--- config.mk ---
export PLATFORM = sky130hd
export DESIGN_NAME = lsa_aligner
export DESIGN_NICKNAME = d
export VERILOG_FILES = /design/src/rtl/lsa_pkg.sv /design/src/rtl/lsa_addr_gen.sv /design/src/rtl/lsa_store_lane.sv /design/src/rtl/lsa_load_extract.sv /design/src/rtl/lsa_aligner.sv
export SDC_FILE = /design/constraint.sdc
export NUM_CORES = 1
export LEC_CHECK = 0
export BUFFER_PORTS_ARGS = -buffer_cell sky130_fd_sc_hd__buf_2
export CORE_MARGIN = 4
export CORE_UTILIZATION = 46
export CTS_CLUSTER_DIAMETER = 120
export DETAILED_ROUTE_END_ITERATION = 12
export MAX_ROUTING_LAYER = met4
export PLACE_DENSITY = 0.85
export SYNTH_ARGS = -nofsm -noshare
export SYNTH_HDL_FRONTEND = slang
export SYNTH_SLANG_ARGS = --single-unit
export TNS_END_PERCENT = 20
--- constraint.sdc ---
create_clock -name clk -period 4.4 [get_ports clk]
set_input_delay 0.44 -clock clk [delete_from_list [all_inputs] [get_ports clk]]
set_output_delay 0.44 -clock clk [all_outputs]
set_load 0.02 [all_outputs]
--- src/rtl/lsa_pkg.sv ---
package lsa_pkg;

  localparam int unsigned LSA_DATA_W = 64;
  localparam int unsigned LSA_LANES  = LSA_DATA_W / 8;
  localparam int unsigned LSA_OFF_W  = $clog2(LSA_LANES);

  typedef enum logic [1:0] {
    ACC_BYTE = 2'd0,
    ACC_HALF = 2'd1,
    ACC_WORD = 2'd2,
    ACC_DBL  = 2'd3
  } acc_size_e;

  typedef logic [LSA_OFF_W-1:0]  lane_t;
  typedef logic [LSA_OFF_W:0]    nbytes_t;
  typedef logic [LSA_LANES-1:0]  strb_t;
  typedef logic [LSA_DATA_W-1:0] word_t;

  // Number of bytes touched by an access of the given size.
  function automatic nbytes_t size_bytes(acc_size_e s);
    nbytes_t one;
    one = nbytes_t'(1);
    return one << s;
  endfunction

  // First lane occupied by the access.
  function automatic lane_t lane_of(lane_t off, acc_size_e s, logic be);
    nbytes_t total;
    nbytes_t far_lane;
    total    = nbytes_t'(LSA_LANES);
    far_lane = total - size_bytes(s) - {1'b0, off};
    return be ? far_lane[LSA_OFF_W-1:0] : off;
  endfunction

  // Offset not a multiple of the access width.
  function automatic logic is_misaligned(lane_t off, acc_size_e s);
    nbytes_t low_mask;
    low_mask = size_bytes(s) - nbytes_t'(1);
    return |(off & low_mask[LSA_OFF_W-1:0]);
  endfunction

  // Contiguous strobe bits starting at lane.
  function automatic strb_t strobe_mask(lane_t lane, acc_size_e s);
    logic [LSA_LANES:0] span;
    strb_t              base_bits;
    span      = (LSA_LANES+1)'(1) << size_bytes(s);
    span      = span - (LSA_LANES+1)'(1);
    base_bits = span[LSA_LANES-1:0];
    return base_bits << lane;
  endfunction

  // Keep the low bytes of a value, then sign or zero extend.
  function automatic word_t widen(word_t raw, acc_size_e s, logic sgn);
    int unsigned nbits;
    word_t       keep;
    logic        top;
    nbits = 8 * int'(size_bytes(s));
    keep  = ~({LSA_DATA_W{1'b1}} << nbits);
    if (nbits >= LSA_DATA_W) keep = {LSA_DATA_W{1'b1}};
    top   = raw[nbits-1];
    return (raw & keep) | ((sgn && top) ? ~keep : '0);
  endfunction

endpackage

--- src/rtl/lsa_addr_gen.sv ---
module lsa_addr_gen
  import lsa_pkg::*;
#(
  parameter int unsigned ADDR_W = 64,
  parameter int unsigned DISP_W = 16
) (
  input  logic [ADDR_W-1:0] base_val,
  input  logic [DISP_W-1:0] disp,
  input  acc_size_e         size,
  output logic [ADDR_W-1:0] addr,
  output lane_t             offset,
  output logic              bad_align
);
  localparam int unsigned EXT_W = ADDR_W - DISP_W;

  logic [ADDR_W-1:0] disp_ext;

  assign disp_ext  = {{EXT_W{disp[DISP_W-1]}}, disp};
  assign addr      = base_val + disp_ext;
  assign offset    = addr[LSA_OFF_W-1:0];
  assign bad_align = is_misaligned(offset, size);
endmodule

--- src/rtl/lsa_store_lane.sv ---
module lsa_store_lane
  import lsa_pkg::*;
(
  input  logic      active,
  input  acc_size_e size,
  input  lane_t     lane,
  input  logic      bad_align,
  input  word_t     st_data,
  output strb_t     strb,
  output word_t     lane_data
);
  nbytes_t nb;
  lane_t   wrap_mask;

  assign nb        = size_bytes(size);
  assign wrap_mask = lane_t'(nb - nbytes_t'(1));
  assign strb      = (active && !bad_align) ? strobe_mask(lane, size) : '0;

  // Each lane copies the value byte it holds in a repeating pattern.
  for (genvar k = 0; k < LSA_LANES; k++) begin : g_lane
    lane_t src;
    assign src = lane_t'(k) & wrap_mask;
    assign lane_data[k*8 +: 8] = st_data[{src, 3'b000} +: 8];
  end
endmodule

--- src/rtl/lsa_load_extract.sv ---
module lsa_load_extract
  import lsa_pkg::*;
(
  input  acc_size_e size,
  input  lane_t     lane,
  input  logic      sgn,
  input  word_t     mem_rdata,
  output word_t     result
);
  word_t shifted;

  assign shifted = mem_rdata >> {lane, 3'b000};
  assign result  = widen(shifted, size, sgn);
endmodule

--- src/rtl/lsa_aligner.sv ---
module lsa_aligner
  import lsa_pkg::*;
#(
  parameter int unsigned ADDR_W = 64,
  parameter int unsigned DISP_W = 16,
  parameter int unsigned REG_W  = 5
) (
  input  logic              clk,
  input  logic              rst_n,
  input  logic              req_valid,
  input  logic              req_store,
  input  logic [1:0]        req_size,
  input  logic              req_signed,
  input  logic              req_big_endian,
  input  logic [REG_W-1:0]  req_dest,
  input  logic [ADDR_W-1:0] base_val,
  input  logic [DISP_W-1:0] disp,
  input  logic [63:0]       st_data,
  input  logic [63:0]       mem_rdata,
  output logic              out_valid,
  output logic [ADDR_W-1:0] eff_addr,
  output logic [7:0]        wr_strb,
  output logic [63:0]       wr_data,
  output logic [63:0]       ld_result,
  output logic              reg_we,
  output logic              misalign
);
  acc_size_e         size_e;
  logic [ADDR_W-1:0] addr_c;
  lane_t             offset_c;
  lane_t             lane_c;
  logic              bad_c;
  strb_t             strb_c;
  word_t             sdata_c;
  word_t             ldata_c;
  logic              we_c;

  // Registered copies, also seen by the checker.
  logic              store_q;
  acc_size_e         size_q;
  logic [REG_W-1:0]  dest_q;

  assign size_e = acc_size_e'(req_size);
  assign lane_c = lane_of(offset_c, size_e, req_big_endian);
  assign we_c   = req_valid && !req_store && !bad_c && (req_dest != '0);

  lsa_addr_gen #(.ADDR_W(ADDR_W), .DISP_W(DISP_W)) u_addr (
    .base_val (base_val),
    .disp     (disp),
    .size     (size_e),
    .addr     (addr_c),
    .offset   (offset_c),
    .bad_align(bad_c)
  );

  lsa_store_lane u_store (
    .active   (req_valid && req_store),
    .size     (size_e),
    .lane     (lane_c),
    .bad_align(bad_c),
    .st_data  (st_data),
    .strb     (strb_c),
    .lane_data(sdata_c)
  );

  lsa_load_extract u_load (
    .size     (size_e),
    .lane     (lane_c),
    .sgn      (req_signed),
    .mem_rdata(mem_rdata),
    .result   (ldata_c)
  );

  always_ff @(posedge clk) begin
    if (!rst_n) begin
      out_valid <= 1'b0;
      eff_addr  <= '0;
      wr_strb   <= '0;
      wr_data   <= '0;
      ld_result <= '0;
      reg_we    <= 1'b0;
      misalign  <= 1'b0;
      store_q   <= 1'b0;
      size_q    <= ACC_BYTE;
      dest_q    <= '0;
    end else begin
      out_valid <= req_valid;
      eff_addr  <= addr_c;
      wr_strb   <= strb_c;
      wr_data   <= sdata_c;
      ld_result <= ldata_c;
      reg_we    <= we_c;
      misalign  <= req_valid && bad_c;
      store_q   <= req_valid && req_store;
      size_q    <= size_e;
      dest_q    <= req_valid ? req_dest : '0;
    end
  end
endmodule

Word-level counts from Yosys, hierarchy flattened
Index checks and enable logic that the tools add are counted.
Widths: inputs -> output; s select.
{ "op_classes": {"add_sub_neg": 6, "n_lt_le_gt_ge": 2, "shift": 12, "mux": 5, "bitwise": 5, "n_reduce_logical": 12} }
{ "op_table": {"columns": ["op", "count"], "rows": [
  ["$shiftx 64x7->8", 4],
  ["$mux 64", 2],
  ["$not 64->64", 2],
  ["$shiftx 64x6->8", 2],
  ["$add 64x64->64", 1],
  ["$and 64x64->64", 1],
  ["$or 64x64->64", 1],
  ["$shiftx 64x5->8", 1],
  ["$shl 64x7->64 const A", 1],
  ["$shr 64x6->64", 1],
  ["$lt 32x7->1 const B", 1],
  ["$shl 1x4->8 const A", 1],
  ["$shl 8x3->8", 1],
  ["$sub 7x1->8 const B", 1],
  ["$sub 8x1->8 const B", 1],
  ["$ge 7x7->1 const B", 1],
  ["$logic_and 1x1->1", 7],
  ["$bmux 1 s6", 1],
  ["$reduce_bool 5->1", 1],
  ["$shl 1x2->4 const A", 1],
  ["$and 3x3->3", 1],
  ["$mux 3", 1],
  ["$reduce_or 3->1", 1],
  ["$sub 1x3->3 const A", 1],
  ["other kinds (5)", 6]
]} }
{ "totals": {"regBits": 203, "inputBits": 221, "out_inout_bits": 203, "word_cells": 49} }

Logic depth before layout (Yosys ltp)
Gate-level depths: netlist (run 1).
{ "logic_depth": {"word_depth": 10, "depth_mapped": 20, "depth_no_buf": 15} }

Modules after synthesis
A second synthesis (run 1) with hierarchy kept.
{ "hier_totals": {"hier_cells": 1503, "area_unflattened_um2": 12902.4} }
{ "modules_own_cells": {"columns": ["mod", "n_inst", "cells_per_inst", "area_per_inst_um2", "seq_area_each_um2"], "rows": [
  ["lsa_aligner", 1, 446, 5587.9, 4063.9],
  ["lsa_addr_gen", 1, 586, 3943.8, 0.0],
  ["lsa_load_extract", 1, 320, 2193.4, 0.0],
  ["lsa_store_lane", 1, 151, 1177.4, 0.0]
]} }

Least setup slack after synthesis (run 1)
OpenSTA, ideal clock, no wires.
{ "synth_timing": {"path_kind": "input to register", "startpoint": "input req_size[1]", "endpoint": "register ld_result[47]", "setup_ns": 0.115, "arrival_ns": 4.150, "required_time_ns": 4.285, "setup_slack_ns": 0.136, "cell_stages": 16, "n_path_buf": 4, "cell_sequence": "clkbuf_1 > clkbuf_1 > clkbuf_1 > nand2b_1 > inv_1 > ha_1 > inv_1 > ha_1 > mux2i_1 > mux2_2 > mux2_4 > or2_0 > a32oi_2 > nor2_2 > buf_6 > o21a_1"} }
{ "synth_via": {"elab_chain_len": 10, "elab_cells_between_ends": 17, "cone_classes": "add/sub: 3; order compare: 1; shift: 3; mux: 5; bitwise: 4; reduce/logical: 1"} }
{ "synth_lines": {"columns": ["element", "line_no", "source"], "rows": [
  ["from (decl)", "lsa_aligner.sv:12", "input logic [1:0] req_size,"],
  ["$shl 1x2->4 (*)", "lsa_pkg.sv:23", "return one << s;"],
  ["$sub 1x3->3", "lsa_pkg.sv:31", "far_lane = total - size_bytes(s) - {1'b0, off};"],
  ["$sub 3x3->3", "lsa_pkg.sv:31", null],
  ["$mux 3", "lsa_pkg.sv:32", "return be ? far_lane[LSA_OFF_W-1:0] : off;"],
  ["$shr 64x6->64", "lsa_load_extract.sv:12", "assign shifted = mem_rdata >> {lane, 3'b000};"],
  ["$bmux 1 s6", "lsa_pkg.sv:60", "top = raw[nbits-1];"],
  ["$mux 1 (not written as such)", "lsa_pkg.sv:60", null],
  ["$logic_and 1x1->1", "lsa_pkg.sv:61", "return (raw & keep) | ((sgn && top) ? ~keep : '0);"],
  ["$mux 64", "lsa_pkg.sv:61", null],
  ["$or 64x64->64 (*)", "lsa_pkg.sv:61", null],
  ["to (signal assigned)", "lsa_aligner.sv:91", "ld_result <= ldata_c;"],
  ["to (decl)", "lsa_aligner.sv:24", "output logic [63:0] ld_result,"]
]} }
Mark *: on every way between the ends. The rest lies on a longest branch, timed or not. The select of a mux whose other input is x is not followed.
A chain may end at the register's enable or synchronous reset.

Final worst setup path (run 1)
{ "layout_timing": {"startpoint": "input base_val[0]", "endpoint": "register ld_result[61]"} }
{ "layout_via": {"elab_chain_len": 9, "elab_cells_between_ends": 10, "cone_classes": "add/sub: 2; shift: 1; mux: 4; bitwise: 2; reduce/logical: 1"} }
{ "layout_lines": {"columns": ["element", "line_no", "source"], "rows": [
  ["from (decl)", "lsa_aligner.sv:16", "input logic [ADDR_W-1:0] base_val,"],
  ["$add 64x64->64 (*)", "lsa_addr_gen.sv:19", "assign addr = base_val + disp_ext;"],
  ["net addr_c[1]", "lsa_aligner.sv:29", "logic [ADDR_W-1:0] addr_c;"],
  ["$sub 3x3->3", "lsa_pkg.sv:31", null],
  ["$mux 3 (*)", "lsa_pkg.sv:32", null],
  ["$shr 64x6->64 (*)", "lsa_load_extract.sv:12", null],
  ["$bmux 1 s6", "lsa_pkg.sv:60", null],
  ["$mux 1 (not written as such)", "lsa_pkg.sv:60", null],
  ["$logic_and 1x1->1", "lsa_pkg.sv:61", null],
  ["$mux 64", "lsa_pkg.sv:61", null],
  ["$or 64x64->64 (*)", "lsa_pkg.sv:61", null]
]} }
Mark *: on every way through the listed nets, which the timed path passes. The rest lies on a longest branch. The select of a mux whose other input is x is not followed.

==> flow_summary.json, run 1 <==
{
  "antenna_found_initial": 1,
  "place_hpwl_um": 35420,
  "p_int_w": 0.004170,
  "arrival_ns": 4.24,
  "dp_cells": 2206,
  "grt_first_pass_wirelength_um": 68010,
  "power.leakage_nw": 7.916,
  "powerDensity_nw_per_um2": 422.2,
  "hold_viol": 0,
  "path_class": "in2reg",
  "worstSetupEndpoint": "ld_result[61]",
  "switching_power_w": 0.002357,
  "routed_wl_um": 45470,
  "synth.distinct_cells": 74,
  "multi_input_area_um2": 7747,
  "drc_errors": 0,
  "nNetsFinal": 2189,
  "dieArea_um2": 29340,
  "synth_common_cells": "nand2_1 (266), dfxtp_1 (203), a21oi_1 (118)",
  "status": "completed",
  "synth.largest_area_cell": "dfxtp_1",
  "clockBufferDepth": 3,
  "drtIter0Drc": 1331,
  "dr.pass1.iters": 6,
  "vias_per_cell": 5.740,
  "max_slew.worst_pin.slew_ns": 0.7594,
  "core_um2": 26130,
  "synth_flop_cell": "dfxtp_1",
  "cap_viol_max_count": 0,
  "switching_share": 0.3611,
  "max_freq_mhz": 265.0,
  "num_io_pins": 424,
  "synth_most_common_cell": "nand2_1",
  "pwr-share-clk": 0.319,
  "die-height_um": 171.3,
  "yosys_warnings": 0,
  "cp.required_ns": 4.87,
  "cp_num_buf_inv": 2,
  "drive_above_1_share": 0.2723,
  "area_growth_syn_to_layout_pct": 26.03,
  "crit_path_frequent_cell": "ha_1",
  "ir_drop_mv": 0.2894,
  "grt_busiest_layer": "met2",
  "utilization": 0.5915,
  "cts-root-buf": "clkbuf_16",
  "cts_inserted_buffers": 24,
  "cts_hold_buf": 0,
  "fin_ws_ns": 0.6262,
  "syn_avg_cell_area_um2": 8.032,
  "critical_path.cell_chain": "buf_2 -> ha_1 -> fa_1 -> ha_1 -> inv_1 -> ha_1 -> xor2_1 -> xnor2_1 -> nand2_1 -> xnor2_2 -> nor2_1 -> o311ai_0 -> a32oi_2 -> nor2_2 -> nand2_4 -> nand2_1",
  "synth_nets": 1819,
  "slew_headroom": 0.4937,
  "final_cells": 2250,
  "yosysTopAreaCellShare": 0.3313,
  "post-route-period-util": 0.8577,
  "gp_congestion": 0.9730,
  "nFillCells": 2324,
  "avgRoutedWirePerCell_um": 20.21,
  "htree_levels": 1,
  "seq_power_share": 0.329,
  "async_flop_share": 0,
  "dp_slack_ns": 0.1207,
  "syn_inst": 1527,
  "cts_resized": 0,
  "met1_usage": 0.3535,
  "path_max_fanout": 16,
  "critPathLaunchType": "input port",
  "die_w_um": 171.3,
  "initial_utilization": 0.4694,
  "cts_setup_buffers": 0,
  "synth_edf_count": 0,
  "netlist_area_um2": 12270,
  "path_clk_slew_ns": 0.06,
  "hold_class": "in2reg",
  "slowest_stage": "fa_1",
  "fin_tns_setup_ns": 0,
  "rows": 59,
  "overflow": 0,
  "grt_pass1_vias": 12490,
  "grt_util_all_layers": 0.2989,
  "worstSetupPathDepth": 16,
  "cts_sinks": 203,
  "period_minus_slack_ns": 3.774,
  "setup_viol": 0,
  "comb_power_share": 0.352,
  "cpPeakStageDelay_ns": 0.69,
  "cts_tree": "built",
  "use_met3": 0.05585,
  "ys_seq_elements": 203,
  "grt_max_degree": 76,
  "vias": 12920,
  "critPathTopFamily": "adder cells",
  "seq_area_um2": 4064,
  "drv_slew": 0,
  "drtAntennaViolNets": 0,
  "holdWs_ns": 0.1750,
  "cp-end-kind": "flop",
  "yosysSeqAreaShare": 0.3313,
  "ys_top_cells_by_area": "dfxtp_1 (33%), nand2_1 (8.1%), ha_1 (7.1%), mux2i_1 (5.9%), a21oi_1 (4.8%)",
  "io_buffers": 423,
  "rsz0062_at_grt": "false",
  "critPathLaunch": "base_val[0]",
  "use_met2": 0.4955
}
[layer usage]
metal / up-vias / part of all wire
met4: 0 / 0.053
li1: 6109 / -
met3: 145 / 0.087
met5: - / 0
met1: 5920 / 0.39
met2: 741 / 0.47
[tightest hold or removal path, cell delays in order]
cell and delay [ns]:
buf_2 0.12, nand2_1 0.05, nand2_1 0.05
[how the worst min path moves through the flow]
stage	startpoint	end	slack [ns]	cells after the start
floorplan	mem_rdata[56]	ld_result[56]	0.55	2
global placement	st_data[36]	wr_data[36]	0.69	3
detailed placement	st_data[32]	wr_data[32]	0.70	3
CTS	st_data[37]	wr_data[37]	0.16	3
global route	st_data[34]	wr_data[34]	0.17	3
finish	mem_rdata[58]	ld_result[58]	0.18	3
[flip-flops by register name, indices dropped and copies added, names as in the netlist]
register   flops
eff_addr      64
reg_we         1
wr_data       64
wr_strb        8
out_valid      1
misalign       1
ld_result     64
[final cells by class]
type	instances	share of cell area
antenna	2	0.0003238
sequential	203	0.2629
tap	335	0.02711
multi-input combinational	1198	0.5012
timing repair buffer	447	0.1496
clock inverter	12	0.009713
clock buffer	30	0.04363
inverter	23	0.005585
[logic make-up (layout without fill, tap and decap cells)]
logic type,count (synthesis),count (layout),synth area share
buffers and inverters,126,512,0.04080
DFF,203,203,0.3313
and+or+nand+nor,588,588,0.2278
xor gates and xnor gates,55,55,0.03927
muxes,85,85,0.07130
adders and majority gates,71,71,0.07304
other,0,2,0
AOI/OAI and AO/OA,399,399,0.2165
[power groups by stage]
stage               Sequential, W  Clock [W]  Combinational, W
floorplan                 0.00245          0           0.00120
global placement          0.00218          0           0.00223
detailed placement        0.00218          0           0.00226
CTS                       0.00215    0.00210           0.00227
global route              0.00216    0.00219           0.00248
finish                    0.00215    0.00208           0.00230
[cells in the final DEF (no fill, tap or decap), types with 6 or more instances in the layout]
cell type / count
buf_2: 422
nand2_1: 266
dfxtp_1: 203
a21oi_1: 118
nor2_1: 77
and2_1: 76
mux2i_1: 71
ha_1: 70
a21o_1: 49
o21ai_0: 46
nand3_1: 34
a21boi_0: 32
xnor2_1: 32
o21a_1: 26
nand4_1: 26
clkbuf_16: 25
buf_4: 24
and3_1: 23
inv_1: 22
nor3_1: 22
xor2_1: 21
nor2b_1: 19
a31oi_1: 18
o21ai_1: 18
o211a_1: 18
o21bai_1: 15
nand2b_1: 12
mux2_2: 11
o211ai_1: 11
a211oi_1: 6
[metrics by stage]
stage	total power, W	area, um^2
after floorplan	0.003655	12270
after global placement	0.004415	14630
after detailed placement	0.004441	14630
after CTS	0.006523	15450
after global routing	0.006833	15460
final	0.006526	15460
Note: power is estimated with default switching activity, not from simulation.
==> run 2: changes to the inputs <==
Settings changed: PLACE_DENSITY 0.85 to 0.77.
==> run 2 against run 1 <==
  * Combinational power barely moved
  * First-iteration DRC count fell by 19%
  * Die area did not move
  * Power fell by 2.1%
  * Critical path type unchanged
==> flow_summary.json, run 2 (synthesis results as in run 1) <==
{
  "utilization": 0.5889,
  "avgRoutedWirePerCell_um": 19.75,
  "placed_cell_area_um2": 14610,
  "initial_utilization": 0.4694,
  "io_buffers": 423,
  "cts_inserted_buffers": 23,
  "routed_wl_um": 44440,
  "die_w_um": 171.3,
  "vias": 12770,
  "met1_usage": 0.3463,
  "grt_pass1_vias": 12110,
  "crit_path_frequent_cell": "ha_1",
  "cts-root-buf": "clkbuf_16",
  "fin_tns_setup_ns": 0,
  "cts_hold_buf": 0,
  "layout_commonest_cell": "buf_2",
  "critical_path.cell_chain": "buf_2 -> ha_1 -> fa_1 -> ha_1 -> inv_1 -> ha_1 -> xor2_1 -> xnor2_1 -> nand2_1 -> xnor2_2 -> buf_4 -> nand3_1 -> a31oi_1 -> a32oi_2 -> nor2_2 -> buf_4 -> o21a_1",
  "post-route-cell-area_um2": 15390,
  "hold_class": "in2reg",
  "use_met2": 0.4848,
  "drive_above_1_share": 0.2703,
  "grt_busiest_layer": "met2",
  "cp.required_ns": 4.85,
  "gp_congestion": 0.9452,
  "cts_setup_buffers": 0,
  "die-height_um": 171.3,
  "reg_top3": "eff_addr x64, ld_result x64, wr_data x64",
  "nNetsFinal": 2187,
  "hold_viol": 0,
  "overflow": 0,
  "max_freq_mhz": 277.4,
  "slowest_stage": "fa_1",
  "p_total_w": 0.006392,
  "ir_drop_mv": 0.3684,
  "num_io_pins": 424,
  "rsz0062_at_grt": "false",
  "cts_resized": 0,
  "min_path_cells": 3,
  "rows": 59,
  "arrival_ns": 4.06,
  "max_slew.worst_pin.slew_ns": 0.7592,
  "cts_tree": "built",
  "path_clk_slew_ns": 0.06,
  "cpPeakStageDelay_ns": 0.51,
  "clockBufferDepth": 3,
  "drc_errors": 0,
  "path_max_fanout": 21,
  "layout_common_cells": "buf_2 (422), nand2_1 (266), dfxtp_1 (203)",
  "min_from": "st_data[36]",
  "use_met3": 0.05286,
  "vias_per_cell": 5.675,
  "drv_slew": 0,
  "critPathLaunchType": "input port",
  "cp-end-kind": "flop",
  "powerDensity_nw_per_um2": 415.3,
  "hold_path_end": "wr_data[36]",
  "cap_viol_max_count": 0,
  "place_hpwl_um": 34210,
  "cts_sinks": 203,
  "post-route-period-util": 0.8193,
  "htree_levels": 1,
  "dieArea_um2": 29340,
  "antenna_found_initial": 6,
  "period_minus_slack_ns": 3.605,
  "path_class": "in2reg",
  "grt_first_pass_wirelength_um": 65940,
  "status": "completed",
  "grt_util_all_layers": 0.2891,
  "drtIter0Drc": 1081,
  "power.leakage_nw": 7.882,
  "area_growth_syn_to_layout_pct": 25.47,
  "grt_max_degree": 77,
  "holdWs_ns": 0.1766,
  "dr.pass1.iters": 6,
  "drtAntennaViolNets": 0,
  "setup_viol": 0,
  "slew_headroom": 0.4939,
  "core_um2": 26130
}
==> run 2: per-stage QoR <==
stage,instances,setup slack [ns]
after floorplan,1527,0.1359
after global placement,2205,0.2883
after detailed placement,2205,0.2711
after CTS,2244,0.8062
after global routing,2250,0.5558
final,2250,0.7951
==> run 2: area by class of cell <==
class / instances / area, um^2
diodes: 6 / 15.01
clock buffers: 29 / 628.1
clock inverters: 10 / 137.6
fillers: 2362 / 10740
inverters: 23 / 86.33
multi-input cells: 1198 / 7747
flip-flops and latches: 203 / 4064
well taps: 335 / 419.2
repair buffers: 446 / 2292
==> run 2: worst max-delay path by stage <==
stage / from / to / slack (ns)
2_1_floorplan: req_size[1] / ld_result[47] / 0.14
3_3_place_gp: base_val[0] / ld_result[54] / 0.29
3_5_place_dp: base_val[0] / ld_result[49] / 0.27
4_1_cts: base_val[0] / ld_result[49] / 0.81
5_1_grt: base_val[0] / ld_result[46] / 0.56
6_report: base_val[0] / ld_result[49] / 0.80
==> run 2: routing by layer <==
metal	wire length [um]	vias up
met3	3791	119
met5	0	-
li1	-	6102
met4	1771	0
met1	17630	5909
met2	21250	639
==> run 2: worst max-delay path: cells and delay by family <==
kind / cells / cell delay, ns
and+or+nand+nor: 3 / 0.66
buffers and inverters: 4 / 0.71
adders and majority gates: 4 / 1.24
xor gates and xnor gates: 3 / 0.55
AOI/OAI and AO/OA: 3 / 0.47
==> run 2: power by group <==
part | internal, W | switching (W) | total [W]
logic | 0.000835 | 0.00144 | 0.00227
registers | 0.00206 | 0.0000750 | 0.00214
clock network | 0.00118 | 0.000796 | 0.00198
total | 0.00408 | 0.00231 | 0.00639
